### config.mk
export PLATFORM = sky130hd
export DESIGN_NAME = page_age_engine
export DESIGN_NICKNAME = d
export VERILOG_FILES = /design/src/rtl/page_age_pkg.sv /design/src/rtl/page_age_divider.sv /design/src/rtl/page_age_entry.sv /design/src/rtl/page_age_minsel.sv /design/src/rtl/page_age_engine.sv
export SDC_FILE = /design/constraint.sdc
export NUM_CORES = 1
export LEC_CHECK = 0
export BUFFER_PORTS_ARGS = -buffer_cell sky130_fd_sc_hd__buf_2
export CELL_PAD_IN_SITES_DETAIL_PLACEMENT = 0
export CELL_PAD_IN_SITES_GLOBAL_PLACEMENT = 1
export CORE_MARGIN = 4
export CORE_UTILIZATION = 42
export CTS_CLUSTER_DIAMETER = 80
export DETAILED_ROUTE_END_ITERATION = 10
export PLACE_DENSITY = 0.88
export SLEW_MARGIN = 20
export SYNTH_ARGS = -nofsm -noshare
export SYNTH_HDL_FRONTEND = slang
export SYNTH_SLANG_ARGS = --single-unit
export TNS_END_PERCENT = 50
### constraint.sdc
create_clock -name clk -period 17.5 [get_ports clk]
set_input_delay 3.5 -clock clk [delete_from_list [all_inputs] [get_ports clk]]
set_output_delay 3.5 -clock clk [all_outputs]
set_load 0.01 [all_outputs]
### src/rtl/page_age_pkg.sv
package page_age_pkg;
  typedef enum logic {
    UPD_SHIFT = 1'b0,
    UPD_COUNT = 1'b1
  } upd_mode_e;
endpackage

### src/rtl/page_age_divider.sv
module page_age_divider #(
  parameter int TICK_DIV = 16
) (
  input  logic clk,
  input  logic rst_n,
  output logic tick
);
  localparam int DIV_W = (TICK_DIV > 1) ? $clog2(TICK_DIV) : 1;
  localparam logic [DIV_W-1:0] LAST = DIV_W'(TICK_DIV - 1);

  logic [DIV_W-1:0] div_q, div_d;
  logic             div_en;

  assign tick = (div_q == LAST);

  always_comb begin
    div_en = 1'b1;
    div_d  = tick ? '0 : div_q + 1'b1;
  end

  always_ff @(posedge clk or negedge rst_n) begin
    if (!rst_n)      div_q <= '0;
    else if (div_en) div_q <= div_d;
  end
endmodule

### src/rtl/page_age_entry.sv
module page_age_entry
  import page_age_pkg::*;
#(
  parameter int CNT_W = 8
) (
  input  logic             clk,
  input  logic             rst_n,
  input  logic             tick,
  input  upd_mode_e        mode,
  input  logic             ref_hit,
  input  logic             ld_hit,
  output logic [CNT_W-1:0] cnt_q,
  output logic             r_q
);
  localparam logic [CNT_W-1:0] CNT_MAX = '1;

  logic [CNT_W-1:0] cnt_d;
  logic             cnt_en;
  logic             r_d;
  logic             r_en;

  always_comb begin
    cnt_en = ld_hit | tick;
    cnt_d  = cnt_q;
    if (ld_hit) begin
      cnt_d = '0;
    end else if (tick) begin
      if (mode == UPD_SHIFT) begin
        cnt_d = {r_q, cnt_q[CNT_W-1:1]};
      end else if (r_q && (cnt_q != CNT_MAX)) begin
        cnt_d = cnt_q + 1'b1;
      end
    end
  end

  always_comb begin
    r_en = ref_hit | ld_hit | tick;
    r_d  = ref_hit;
  end

  always_ff @(posedge clk or negedge rst_n) begin
    if (!rst_n)      cnt_q <= '0;
    else if (cnt_en) cnt_q <= cnt_d;
  end

  always_ff @(posedge clk or negedge rst_n) begin
    if (!rst_n)    r_q <= 1'b0;
    else if (r_en) r_q <= r_d;
  end
endmodule

### src/rtl/page_age_minsel.sv
module page_age_minsel #(
  parameter int NUM_ENT = 8,
  parameter int CNT_W   = 8,
  parameter int IDX_W   = 3
) (
  input  logic [NUM_ENT-1:0][CNT_W-1:0] cnt,
  output logic [IDX_W-1:0]              min_idx,
  output logic [CNT_W-1:0]              min_cnt
);
  always_comb begin
    min_idx = '0;
    min_cnt = cnt[0];
    for (int i = 1; i < NUM_ENT; i++) begin
      if (cnt[i] < min_cnt) begin
        min_cnt = cnt[i];
        min_idx = IDX_W'(i);
      end
    end
  end
endmodule

### src/rtl/page_age_engine.sv
module page_age_engine
  import page_age_pkg::*;
#(
  parameter int NUM_ENT  = 8,
  parameter int CNT_W    = 8,
  parameter int TICK_DIV = 16,
  parameter int IDX_W    = (NUM_ENT > 1) ? $clog2(NUM_ENT) : 1
) (
  input  logic             clk,
  input  logic             rst_n,
  input  logic             mode_sel,
  input  logic             ref_valid,
  input  logic [IDX_W-1:0] ref_idx,
  input  logic             ld_valid,
  input  logic [IDX_W-1:0] ld_idx,
  input  logic [IDX_W-1:0] probe_idx,
  output logic [CNT_W-1:0] probe_cnt,
  output logic             probe_ref,
  output logic             victim_valid,
  output logic [IDX_W-1:0] victim_idx,
  output logic [CNT_W-1:0] victim_cnt
);
  logic                          age_tick;
  logic [NUM_ENT-1:0][CNT_W-1:0] cnt_q;
  logic [NUM_ENT-1:0]            r_q;
  logic [NUM_ENT-1:0]            ref_hit;
  logic [NUM_ENT-1:0]            ld_hit;
  upd_mode_e                     mode;

  assign mode = upd_mode_e'(mode_sel);

  page_age_divider #(.TICK_DIV(TICK_DIV)) u_div (
    .clk   (clk),
    .rst_n (rst_n),
    .tick  (age_tick)
  );

  for (genvar g = 0; g < NUM_ENT; g++) begin : g_ent
    assign ref_hit[g] = ref_valid && (ref_idx == IDX_W'(g));
    assign ld_hit[g]  = ld_valid  && (ld_idx  == IDX_W'(g));

    page_age_entry #(.CNT_W(CNT_W)) u_ent (
      .clk     (clk),
      .rst_n   (rst_n),
      .tick    (age_tick),
      .mode    (mode),
      .ref_hit (ref_hit[g]),
      .ld_hit  (ld_hit[g]),
      .cnt_q   (cnt_q[g]),
      .r_q     (r_q[g])
    );
  end

  page_age_minsel #(.NUM_ENT(NUM_ENT), .CNT_W(CNT_W), .IDX_W(IDX_W)) u_min (
    .cnt     (cnt_q),
    .min_idx (victim_idx),
    .min_cnt (victim_cnt)
  );

  assign victim_valid = (NUM_ENT >= 1);

  always_comb begin
    probe_cnt = '0;
    probe_ref = 1'b0;
    for (int i = 0; i < NUM_ENT; i++) begin
      if (probe_idx == IDX_W'(i)) begin
        probe_cnt = cnt_q[i];
        probe_ref = r_q[i];
      end
    end
  end
endmodule

==> results.md <==
- Synth area leaders: dfrtp_1, ha_1, nand2_1, a21oi_1, nor2_1
- Reg area: 0.001902 mm^2
- Largest net degree at the start of global routing: 73
- Slowest CP cell: or4b_2
- # setup viols final: 0
- Final setup margin: 616.7 ps
- Core Area: 0.01748 mm^2
- DR pass1 iterations: 6
- Max-Cap Viols: 0
- Reg2Reg Capture Point: g_ent[5].u_ent.cnt_q[6]
- Number of flops mapped to enable cells by yosys: 0
- Max_slew headroom: 0.2268
- I/O Buffers: 33
- Critical path launch point type: flip-flop
- Clk root buf: clkbuf_16
- Setup CP Type: reg2out
- Syn_nets: 1094
- GRT Resource Usage Total: 0.2307
- Wire length per cell: 18.71 um
- Worst Path Buf+Inv: 7
- Synth area leader: dfrtp_1
- Synth Area per Inst: 7.357 um^2
- Initial Util: 0.4336
- F_max: 0.05923 GHz
- Setup crit end kind: primary output
- Cts bufs inserted: 9
- Peak VDD IR: 0.1123 mV
- Top delay family on crit path: compound AO/OA/AOI/OAI gates
- Final Util: 0.4802
- Hold path depth: 1
- Hold WC Path Type: reg2reg
- Nets: 1101
- Layout area overhead: 10.77%
- Overflow after GRT: 0
- Total routed wirelength: 23710 um
- Main synth FF type: dfrtp_1
- Antenna violations before repair: 1
- DP HPWL: 16720 um
- Worst Tran Pin Value: 1151 ps
- Count leader, synth: nand2_1
- I/O pins: 35
- H-tree depth: 3
- DRT iter0 DRCs: 771
- WP data arrival: 13380 ps
- DRT antenna net count: 0
- Ratio of final minimum period to clock period: 0.9648
- Slowest stage delay, CP: 690 ps
- Reg-to-reg startpoint: u_div.div_q[0]
- Met1 Use GR: 0.3343
- Pleak: 3.702 nW
- Global-route wire length before repair: 37380 um
- Number of global-route vias before repair: 6991
- Dpl ws: 248.4 ps
- Clk buf depth: 2
- End of the worst hold path: u_div.div_q[0]
- Worst-Skew Late Latency: 360 ps
- Clock-pin slew on the worst setup and hold paths: 70 ps
- Fill cells: 1732
- Worst EP required: 14000 ps
- Final min period: 16880 ps
- DR vias/cell: 6.132
- Routability cong.: 0.9263
- Pins Over Slew Limit: 0
- Synth top area share: 0.2510
- Skew final: 10.40 ps
- Yosys Warn Count: 0
- Final Hold Fails: 0
- Synth cell count leaders: nand2_1, nor2_1, a21oi_1
- Total Die Area: 0.02025 mm^2
- Cell variety after synth: 73
- Clock sink count: 76
- DRC: 0
- CTS tree: built
- Post-Syn Instances: 1030
- Met2 Usage GRT: 0.3555
- Die width: 142.3 um
- R2r setup slk: 14380 ps
- Register bit count reported by yosys: 76
- Multi-input logic area: 0.005279 mm^2
- Share of layout cells above drive strength 1: 0.1344
- Most crowded layer after global routing: met2
- Via count: 7769
- Worst r2r path cells: 8
- Ant diodes: 0
- Pwr dens: 191.7 mW/mm^2
- Async SR Flop Fraction: 1.000
- Row count: 48
- Critical hold path startpoint: u_div.div_q[0]
- Run status: complete, no violations
- Sequential area share after synthesis: 0.2510
- Synth Cell Area: 0.007577 mm^2
- Global Route met3 Usage: 0.03528
- Die Height: 142.3 um
- Most frequent CP cell: ha_1
- CP Max Fanout: 13
metrics by stage:
| stage | std cells | hold slack [ps] | TNS [ps] | power, mW | area [um^2] |
|---|---|---|---|---|---|
| after global placement | 1233 | 475.2 | 0 | 1.194 | 7844 |
| final | 1267 | 493.5 | 0 | 1.609 | 8393 |
| after CTS | 1251 | 498.5 | 0 | 1.424 | 8157 |
| after detailed placement | 1233 | 488.3 | 0 | 1.206 | 7844 |
| after global routing | 1267 | 552.3 | -322.2 | 1.729 | 8393 |
| after floorplan | 1030 | 455.0 | 0 | 0.9885 | 7577 |
power breakdown:
group / switching [mW] / internal (mW)
Clock: 0.0942 / 0.102
Combinational: 0.619 / 0.553
Sequential: 0.0460 / 0.195
worst max path at each step:
stage / from / to / slack, ps / cells after the start
final: g_ent[1].u_ent.cnt_q[6] / victim_cnt[5] / 620 / 62
after global routing: g_ent[0].u_ent.cnt_q[7] / victim_cnt[0] / -70 / 62
after CTS: g_ent[0].u_ent.cnt_q[7] / victim_cnt[5] / 7 / 61
after detailed placement: g_ent[0].u_ent.cnt_q[7] / victim_cnt[0] / 250 / 60
after global placement: g_ent[0].u_ent.cnt_q[7] / victim_cnt[5] / 580 / 59
after floorplan: g_ent[0].u_ent.cnt_q[7] / victim_cnt[0] / 910 / 65
logic make-up (layout without fill, tap and decap cells):
kind of cell | Yosys count | in the layout | share of synthesized area
AND/OR/NAND/NOR | 381 | 381 | 0.2261
AO/OA/AOI/OAI | 334 | 335 | 0.2878
buffers and inverters | 127 | 138 | 0.06671
flip-flops | 76 | 76 | 0.2510
multiplexers | 55 | 55 | 0.07810
adder cells (fa/ha/maj) | 52 | 52 | 0.08520
XOR/XNOR | 4 | 4 | 0.004624
other | 1 | 1 | 0.0004949
per-layer routing:
layer  vias up  part of all wire  routed length [um]
met3        39             0.070                1650
li1       3765                 -                   -
met2       265              0.45               10580
met5         -           0.00034                   8
met4         2             0.022                 520
met1      3698              0.46               10950
cell type report:
cell class,count,share of cell area
tap,225,0.03354
multi-input combinational,828,0.6290
clock inverter,7,0.008497
clock buffer,9,0.02683
inverter,58,0.02594
sequential,76,0.2266
timing repair buffer,64,0.04964
registers in the layout, indices dropped and copies added (netlist names):
register           flops
g_ent.u_ent.cnt_q     64
g_ent.u_ent.r_q        8
u_div.div_q            4
placed cells by master (no fill, tap or decap), types with 28 or more instances in the layout:
| cell | netlist | final |
|---|---|---|
| nor2_1 | 110 | 110 |
| a21oi_1 | 84 | 79 |
| nand3_1 | 41 | 41 |
| mux2i_1 | 34 | 30 |
| buf_4 | 1 | 29 |
| a22oi_1 | 28 | 28 |
| buf_2 | 2 | 32 |
| o21ai_0 | 79 | 73 |
| nand2_1 | 139 | 138 |
| dfrtp_1 | 76 | 76 |
| inv_1 | 56 | 56 |
| ha_1 | 50 | 50 |
timing repair:
action | 4_1_cts | 5_1_grt
gates cloned | 0 | 1
buffers inserted | 2 | 14
pin swaps | 1 | 4
resized for setup | 1 | 28
hold buffers | 0 | 0
setup endpoints to repair | 11 | 11
(Power assumes the default switching activity.)
